==> config.mk <==
export PLATFORM = sky130hd
export DESIGN_NAME = spi_port
export DESIGN_NICKNAME = d
export VERILOG_FILES = /design/src/rtl/spi_port_pkg.sv /design/src/rtl/spi_port_sync.sv /design/src/rtl/spi_port_clkgen.sv /design/src/rtl/spi_port_engine.sv /design/src/rtl/spi_port.sv
export SDC_FILE = /design/constraint.sdc
export NUM_CORES = 1
export LEC_CHECK = 0
export ABC_AREA = 1
export CORE_UTILIZATION = 40
export DETAILED_ROUTE_END_ITERATION = 10
export GPL_TIMING_DRIVEN = 0
export HOLD_SLACK_MARGIN = 0.08
export PLACE_DENSITY = 0.68
export REMOVE_ABC_BUFFERS = 1
export SLEW_MARGIN = 30
export SYNTH_ARGS = -nofsm -noshare
export SYNTH_HDL_FRONTEND = slang
export SYNTH_HIERARCHICAL = 1
export SYNTH_SLANG_ARGS = --single-unit
==> constraint.sdc <==
create_clock -name clk -period 5.05 [get_ports clk]
set_input_delay 1.01 -clock clk [delete_from_list [all_inputs] [get_ports clk]]
set_output_delay 1.01 -clock clk [all_outputs]
set_load 0.02 [all_outputs]
==> src/rtl/spi_port_pkg.sv <==
package spi_port_pkg;
  typedef enum logic [3:0] {
    MD_MST_DIV4  = 4'd0,
    MD_MST_DIV16 = 4'd1,
    MD_MST_DIV64 = 4'd2,
    MD_MST_TMR   = 4'd3,
    MD_SLV_SEL   = 4'd4,
    MD_SLV_FREE  = 4'd5
  } mode_e;

  function automatic logic is_master(logic [3:0] m);
    return m[3:2] == 2'b00;
  endfunction

  function automatic logic is_slave(logic [3:0] m);
    return (m == MD_SLV_SEL) || (m == MD_SLV_FREE);
  endfunction
endpackage

==> src/rtl/spi_port_sync.sv <==
module spi_port_sync #(
  parameter int W = 1,
  parameter logic [W-1:0] RST = '0
) (
  input  logic         clk,
  input  logic         rst_n,
  input  logic [W-1:0] d_i,
  output logic [W-1:0] q_o
);
  logic [W-1:0] meta;

  always_ff @(posedge clk or negedge rst_n) begin
    if (!rst_n) begin
      meta <= RST;
      q_o  <= RST;
    end else begin
      meta <= d_i;
      q_o  <= meta;
    end
  end
endmodule

==> src/rtl/spi_port_clkgen.sv <==
module spi_port_clkgen #(
  parameter int BASE_HALF = 2
) (
  input  logic       clk,
  input  logic       rst_n,
  input  logic       run,
  input  logic [1:0] sel,
  input  logic       tmr_tick,
  output logic       half_o
);
  localparam int MAX_HALF = BASE_HALF << 4;
  localparam int CW       = $clog2(MAX_HALF + 1);

  logic [CW-1:0] cnt;
  logic [CW-1:0] lim;
  logic          timer;
  logic          wrap;

  // half period grows by 4x per select step
  always_comb begin
    timer = (sel == 2'b11);
    lim   = CW'(BASE_HALF) << {sel, 1'b0};
    wrap  = (cnt == lim - 1'b1);
  end

  always_ff @(posedge clk or negedge rst_n) begin
    if (!rst_n)                  cnt <= '0;
    else if (!run || timer || wrap) cnt <= '0;
    else                         cnt <= cnt + 1'b1;
  end

  assign half_o = run & (timer ? tmr_tick : wrap);
endmodule

==> src/rtl/spi_port_engine.sv <==
module spi_port_engine #(
  parameter int DW = 8
) (
  input  logic          clk,
  input  logic          rst_n,
  input  logic          master,
  input  logic          slave_act,
  input  logic          cpol,
  input  logic          load,
  input  logic [DW-1:0] load_data,
  input  logic          half_tick,
  input  logic          sdi_raw,
  input  logic          s_sck,
  input  logic          s_sdi,
  output logic          sck,
  output logic          sdo,
  output logic          busy,
  output logic          run,
  output logic          done,
  output logic [DW-1:0] rx_byte
);
  localparam int CNT_W = $clog2(DW + 1);

  logic [DW-1:0]    shreg;
  logic [CNT_W-1:0] bitcnt;
  logic             mbusy, sck_q, sdo_q, done_q, sck_d;
  logic             s_lead, s_trail, last;

  always_comb begin
    s_lead  = (s_sck ^ sck_d) & (s_sck != cpol);
    s_trail = (s_sck ^ sck_d) & (s_sck == cpol);
    last    = (bitcnt == CNT_W'(DW - 1));
  end

  always_ff @(posedge clk or negedge rst_n) begin
    if (!rst_n) begin
      shreg <= '0; bitcnt <= '0; mbusy <= 1'b0;
      sck_q <= 1'b0; sdo_q <= 1'b0; done_q <= 1'b0; sck_d <= 1'b0;
    end else begin
      done_q <= 1'b0;
      sck_d  <= s_sck;
      if (load) begin
        shreg  <= load_data;
        mbusy  <= master;
        bitcnt <= '0;
        sck_q  <= cpol;
        sdo_q  <= load_data[DW-1];
      end else if (master) begin
        if (!mbusy) begin
          sck_q  <= cpol;
          bitcnt <= '0;
        end else if (half_tick) begin
          if (sck_q == cpol) begin
            sck_q <= ~cpol;
            sdo_q <= shreg[DW-1];
          end else begin
            sck_q <= cpol;
            shreg <= {shreg[DW-2:0], sdi_raw};
            if (last) begin
              bitcnt <= '0; mbusy <= 1'b0; done_q <= 1'b1;
            end else begin
              bitcnt <= bitcnt + 1'b1;
            end
          end
        end
      end else if (slave_act) begin
        mbusy <= 1'b0;
        sck_q <= cpol;
        if (s_lead) sdo_q <= shreg[DW-1];
        if (s_trail) begin
          shreg <= {shreg[DW-2:0], s_sdi};
          if (last) begin
            bitcnt <= '0; done_q <= 1'b1;
          end else begin
            bitcnt <= bitcnt + 1'b1;
          end
        end
      end else begin
        mbusy  <= 1'b0;
        bitcnt <= '0;
        sck_q  <= cpol;
      end
    end
  end

  assign sck     = sck_q;
  assign sdo     = sdo_q;
  assign busy    = mbusy | (bitcnt != '0);
  assign run     = mbusy & master;
  assign done    = done_q;
  assign rx_byte = shreg;

  assert_idle_level_R4: assert property (@(posedge clk) disable iff (!rst_n)
    (master && !mbusy && !load) |=> (sck == $past(cpol)));

  assert_master_byte_end_R3: assert property (@(posedge clk) disable iff (!rst_n)
    (master && mbusy && !load && half_tick && (sck_q != cpol) && last) |=> (done && !busy));

  assert_deselect_abandons_R6: assert property (@(posedge clk) disable iff (!rst_n)
    (!master && !slave_act && !load) |=> !busy);
endmodule

==> src/rtl/spi_port.sv <==
module spi_port
  import spi_port_pkg::*;
#(
  parameter int DW        = 8,
  parameter int BASE_HALF = 2
) (
  input  logic          clk,
  input  logic          rst_n,
  input  logic          cfg_en,
  input  logic          cfg_cpol,
  input  logic [3:0]    cfg_mode,
  input  logic          tmr_tick,
  input  logic          tx_valid,
  input  logic [DW-1:0] tx_data,
  output logic          tx_ready,
  output logic          rx_valid,
  output logic [DW-1:0] rx_data,
  input  logic          rx_ready,
  output logic          wcol,
  input  logic          wcol_clr,
  output logic          rov,
  input  logic          rov_clr,
  input  logic          sck_i,
  output logic          sck_o,
  output logic          sck_oe,
  input  logic          sdi_i,
  output logic          sdo_o,
  output logic          sdo_oe,
  input  logic          ss_n_i
);
  logic          mst, slv, slave_act, pop, load;
  logic          s_sck, s_sdi, s_ss_n;
  logic          half_tick, eng_busy, eng_run, eng_done, eng_sck, eng_sdo;
  logic [DW-1:0] eng_byte;

  spi_port_sync #(.W(3), .RST(3'b100)) u_sync (
    .clk(clk), .rst_n(rst_n),
    .d_i({ss_n_i, sdi_i, sck_i}),
    .q_o({s_ss_n, s_sdi, s_sck})
  );

  always_comb begin
    mst       = cfg_en & is_master(cfg_mode);
    slv       = cfg_en & is_slave(cfg_mode);
    slave_act = slv & ((cfg_mode != MD_SLV_SEL) | ~s_ss_n);
    tx_ready  = (mst | slv) & ~eng_busy;
    load      = tx_valid & tx_ready;
    pop       = rx_valid & rx_ready;
  end

  spi_port_clkgen #(.BASE_HALF(BASE_HALF)) u_clkgen (
    .clk(clk), .rst_n(rst_n), .run(eng_run), .sel(cfg_mode[1:0]),
    .tmr_tick(tmr_tick), .half_o(half_tick)
  );

  spi_port_engine #(.DW(DW)) u_engine (
    .clk(clk), .rst_n(rst_n), .master(mst), .slave_act(slave_act),
    .cpol(cfg_cpol), .load(load), .load_data(tx_data), .half_tick(half_tick),
    .sdi_raw(sdi_i), .s_sck(s_sck), .s_sdi(s_sdi),
    .sck(eng_sck), .sdo(eng_sdo), .busy(eng_busy), .run(eng_run),
    .done(eng_done), .rx_byte(eng_byte)
  );

  always_ff @(posedge clk or negedge rst_n) begin
    if (!rst_n) begin
      rx_valid <= 1'b0; rx_data <= '0; wcol <= 1'b0; rov <= 1'b0;
    end else begin
      if (wcol_clr) wcol <= 1'b0;
      if (tx_valid && (mst || slv) && eng_busy) wcol <= 1'b1;
      if (rov_clr) rov <= 1'b0;
      if (eng_done) begin
        if (slv && rx_valid && !pop) begin
          rov <= 1'b1;
        end else begin
          rx_data  <= eng_byte;
          rx_valid <= 1'b1;
        end
      end else if (pop) begin
        rx_valid <= 1'b0;
      end
    end
  end

  assign sck_o  = eng_sck;
  assign sck_oe = mst;
  assign sdo_o  = eng_sdo;
  assign sdo_oe = mst | slave_act;

  assert_wcol_sticky_R7: assert property (@(posedge clk) disable iff (!rst_n)
    (wcol && !wcol_clr) |=> wcol);

  assert_no_rov_master_R9: assert property (@(posedge clk) disable iff (!rst_n)
    (mst && !rov) |=> !rov);

  assert_rov_keeps_buffer_R8: assert property (@(posedge clk) disable iff (!rst_n)
    (slv && eng_done && rx_valid && !rx_ready) |=> (rov && $stable(rx_data)));
endmodule

Word level (Yosys, flattened, before mapping)
Index checks and enable logic that the tools add are counted.
- flip-flop bits (word level): 40
- input port bits: 24
- output and inout port bits: 16
- word-level logic and storage cells: 127
- add/subtract/negate cells: 3
- equality and inequality tests: 17
- shift-type cells: 1
- muxes and demuxes: 51
- bitwise operators: 19
- reduce and logical (&&, ||, !) cells: 22
- operators with widths (cell ; number):
    2-to-1 mux 8 bit ; 7
    2-to-1 mux 1 bit ; 35
    2-to-1 mux 4 bit ; 8
    equality test 4 x 3 -> 1 bit (second input constant) ; 3
    AND 1 bit ; 10
    AND reduction 5 bit ; 2
    inequality test 3 x 1 -> 1 bit (second input constant) ; 3
    nonzero test 3 bit ; 3
    inequality test 4 bit (second input constant) ; 2
    adder 6 x 1 -> 6 bit (second input constant) ; 1
    equality test 6 bit ; 1
    2-to-1 mux 6 bit ; 1
    << shifter 2 x 3 -> 6 bit (first input constant) ; 1
    subtractor 6 x 1 -> 6 bit (second input constant) ; 1
    adder 4 x 1 -> 4 bit (second input constant) ; 1
    logical AND 1 bit ; 4
    logical OR 1 bit ; 4
    inequality test 4 x 2 -> 1 bit (second input constant) ; 1
    inequality test 4 x 3 -> 1 bit (second input constant) ; 1
    inverter 1 bit ; 4
    OR 1 bit ; 4
    AND reduction 2 bit ; 2
    nonzero test 2 bit ; 2
    nonzero test 4 bit ; 1
    9 further kinds ; 11

Logic depth before layout (Yosys ltp)
- word-level depth: 9
- gate-level depth with buffers: 16
- depth with buffers taken out: 16

Hierarchy
The synthesis kept the hierarchy.
- modules (own cells, without submodules) (module ; instances ; cells an instance ; area an instance (um2) ; sequential area each (um2)):
    spi_port_engine ; 1 ; 159 ; 1056.0 ; 425.4
    spi_port ; 1 ; 63 ; 538.0 ; 275.3
    spi_port_clkgen ; 1 ; 47 ; 412.9 ; 150.1
    spi_port_sync ; 1 ; 6 ; 152.6 ; 152.6

Least setup slack after synthesis
No wires, ideal clock.
- kind: input to output
- start point: in cfg_en
- end point: out sdo_oe
- arrival: 1.733 ns
- data required time: 4.040 ns
- path slack: 2.307 ns
- stages: 4
- path buffers: 0
- cell sequence: inv_1 -> nor2_4 -> nand2_1 -> o21ai_0
- longest elaborated chain between the ends: 3
- elaborated cells on any way between the ends: 4
- classes of those cells: 4 x bitwise
- RTL lines (element ; line ; RTL):
    start: declaration ; spi_port.sv:9 ; input logic cfg_en,
    AND 1 bit ; spi_port.sv:44 ; slv = cfg_en & is_slave(cfg_mode);
    AND 1 bit ; spi_port.sv:45 ; slave_act = slv & ((cfg_mode != MD_SLV_SEL) | ~s_ss_n);
    OR 1 bit (*) ; spi_port.sv:87 ; assign sdo_oe = mst | slave_act;
    end: declaration ; spi_port.sv:28 ; output logic sdo_oe,
Every way passes the cells marked *; elsewhere a longest branch is shown, timed or not.

Worst setup path after layout
- start point: in cfg_en
- end point: out sck_oe
- longest elaborated chain between the ends: 1
- RTL lines (element ; line ; RTL):
    AND 1 bit ; spi_port.sv:43 ; mst = cfg_en & is_master(cfg_mode);
    end: declaration ; spi_port.sv:25 ; output logic sck_oe,
Every way passes these cells.

==> impl_metrics.ini <==
[run]
drv_cap = 0

[synthesis]
synth-seq-area-share = 0.465
yosys.area.top_type = dfrtp_1
avgSynthCellArea_um2 = 7.85
netlist_area_um2 = 2160
synth_edf_count = 0
synth_top_cell_area_share = 0.440
yosys.cell_count.top_type = nand2_1
ys_top_cells_by_area = dfrtp_1 44%, nand2_1 18%, nand3_1 6.5%
ys_top_cells_by_count = 106 x nand2_1, 38 x dfrtp_1, 28 x nand3_1
synth_flop_cell = dfrtp_1
yosys.cell_types.count = 26
ys_warn_count = 6
netlist_instances = 275
ys_seq_elements = 40
synthArstFlopShare = 1.00

[placement]
gp_congestion = 0.828
placed_area_um2 = 2630
dp_hpwl_um = 3310
place_inst = 382
io_buffers = 39

[routing]
drc = 0
drtAntennaViolNets = 0
totalWireLength_um = 4220
via_per_inst = 4.72
wl_per_cell_um = 10.8
drtPass1Iterations = 4
vias = 1840
drtIter0Drc = 102

[clock_network]
cts-resized-gates = 0
htreeDepth = 2
cts_setup_buffers = 0
root_buffer = clkbuf_8
cts_tree = built
numCtsBuffers = 5
path_clk_slew_ps = 80
clockBufferDepth = 2
clk_latency_ps = 290
cts_hold_buf = 0
numClockSinks = 40

[run_status]
outcome = finished clean

[timing]
fmax_mhz = 274
worstMarginPinSlew_ps = 729
fin_crit_sh = 0.724
finalHoldViolCount = 0
fin_crit_ps = 3650
fin_tns_setup_ps = 0
timing.hold.ws_ps = 355
report.final.slew_viol_count = 0
finalSetupViolCount = 0
rsz0062_at_grt = no
clock_skew_ps = 2.82
maxSlewHeadroom = 0.511

[power]
vdd_drop_max_mv = 0.134
total_power_uw = 715
leakage_uw = 0.00137
powerDensity_nw_per_um2 = 260

[layout]
final_area_um2 = 2750
area_growth_pct = 27.3
diodes = 0
drive_above_1_share = 0.141
final.fill_count = 509
final_cell_count_no_fill = 390
nets = 347
ff_latch_area_um2 = 1000
multi_input_area_um2 = 1010

[critical_path]
worstPathArrival_ps = 2640
setup.worst_path.start_class = input pin
criticalPathCategory = input pin to primary output
required_ps = 4040
worstPathMaxFanout = 7
end_kind = primary output

[floorplan]
fp.coreArea_um2 = 5140
fp-row-count = 26
die_y_um = 75.5
initial_utilization = 0.420
io_pins = 40
design.die.area_um2 = 5700
die_w_um = 75.5

[min_path]
min_path_type = register to register

[grt]
track_usage = 0.169
grt_pass1_wl_um = 7070
overflow = 0
antenna_found_initial = 0
grt_pass1_vias = 1643
grt_max_degree = 26
[metrics by stage]
step,utilization,worst slack (ps)
after floorplan,-,2050
after global placement,0.509,827
after detailed placement,0.512,1340
after CTS,0.535,1390
after global routing,0.535,1300
final,0.535,1400
[per-layer routing]
layer	track usage	up-vias	wire length, µm
li1	-	949	-
met1	0.221	848	2000
met2	0.273	39	1990
met3	0.0397	4	169
met4	0.0679	0	56
met5	0	-	0
[critical path, cell delays in order]
cell,delay [ps]
clkdlybuf4s50_1,460
inv_1,60
nor2_4,140
nand2_1,90
inv_1,220
clkdlybuf4s50_1,660
[flip-flops by register name (all words and copies together), names as in the netlist, 3 cells and up]
register          cells
u_engine/rx_byte      8
u_sync/q_o            3
rx_data               8
u_engine/bitcnt       4
u_clkgen/cnt          6
u_sync/meta           3
[cell usage in the layout (no fill, tap or decap)]
cell type        count
nand2_1            106
clkdlybuf4s50_1     38
dfrtp_1             38
nand3_1             28
inv_1               27
nor2_1              12
nor2_2               8
nand2_2              6
inv_2                5
clkbuf_8             5
nand4_1              5
o21ai_1              4
o21ai_0              4
ha_1                 4
nor2_4               3
nand2_4              3
xor2_1               3
nand3_2              3
nor3_2               2
nand3_4              2
o22ai_1              2
xnor2_1              2
a21oi_1              2
dfstp_2              2
clkinvlp_4           1
inv_6                1
bufinv_16            1
buf_2                1
buf_12               1
inv_4                1
[final cells by class]
cell class	instances	area share
multi-input combinational	199	0.368
sequential	40	0.365
timing repair buffer	40	0.147
inverter	33	0.0460
tap	70	0.0319
clock buffer	5	0.0250
clock inverter	3	0.0168
[cells by family (layout without fill, tap and decap cells)]
logic type / after synthesis / after routing / synth area share
AOI/OAI and AO/OA: 12 / 12 / 0.0290
xor gates and xnor gates: 5 / 5 / 0.0203
adders and majority gates: 4 / 4 / 0.0232
buffers and inverters: 36 / 81 / 0.0695
DFF: 40 / 40 / 0.465
and+or+nand+nor: 178 / 178 / 0.393
[report_power, final]
group	internal, µW	switching, µW
clock	149	118
combinational	41.4	52.6
sequential	339	15.0
total	529	185
[final timing paths]
kind	startpoint	to	slack [ps]	depth (start not counted)
max reg2reg	u_engine/bitcnt[0]	u_engine/rx_byte[4]	2290	13
min reg2reg	u_sync/meta[0]	u_sync/q_o[0]	360	0
max in group asynchronous	rst_n	u_engine/mbusy	3970	2
min	u_sync/meta[0]	u_sync/q_o[0]	360	0
min in group asynchronous	rst_n	rx_data[2]	620	1
max	cfg_en	sck_oe	1400	6
Power figures use the tool's default switching activity.
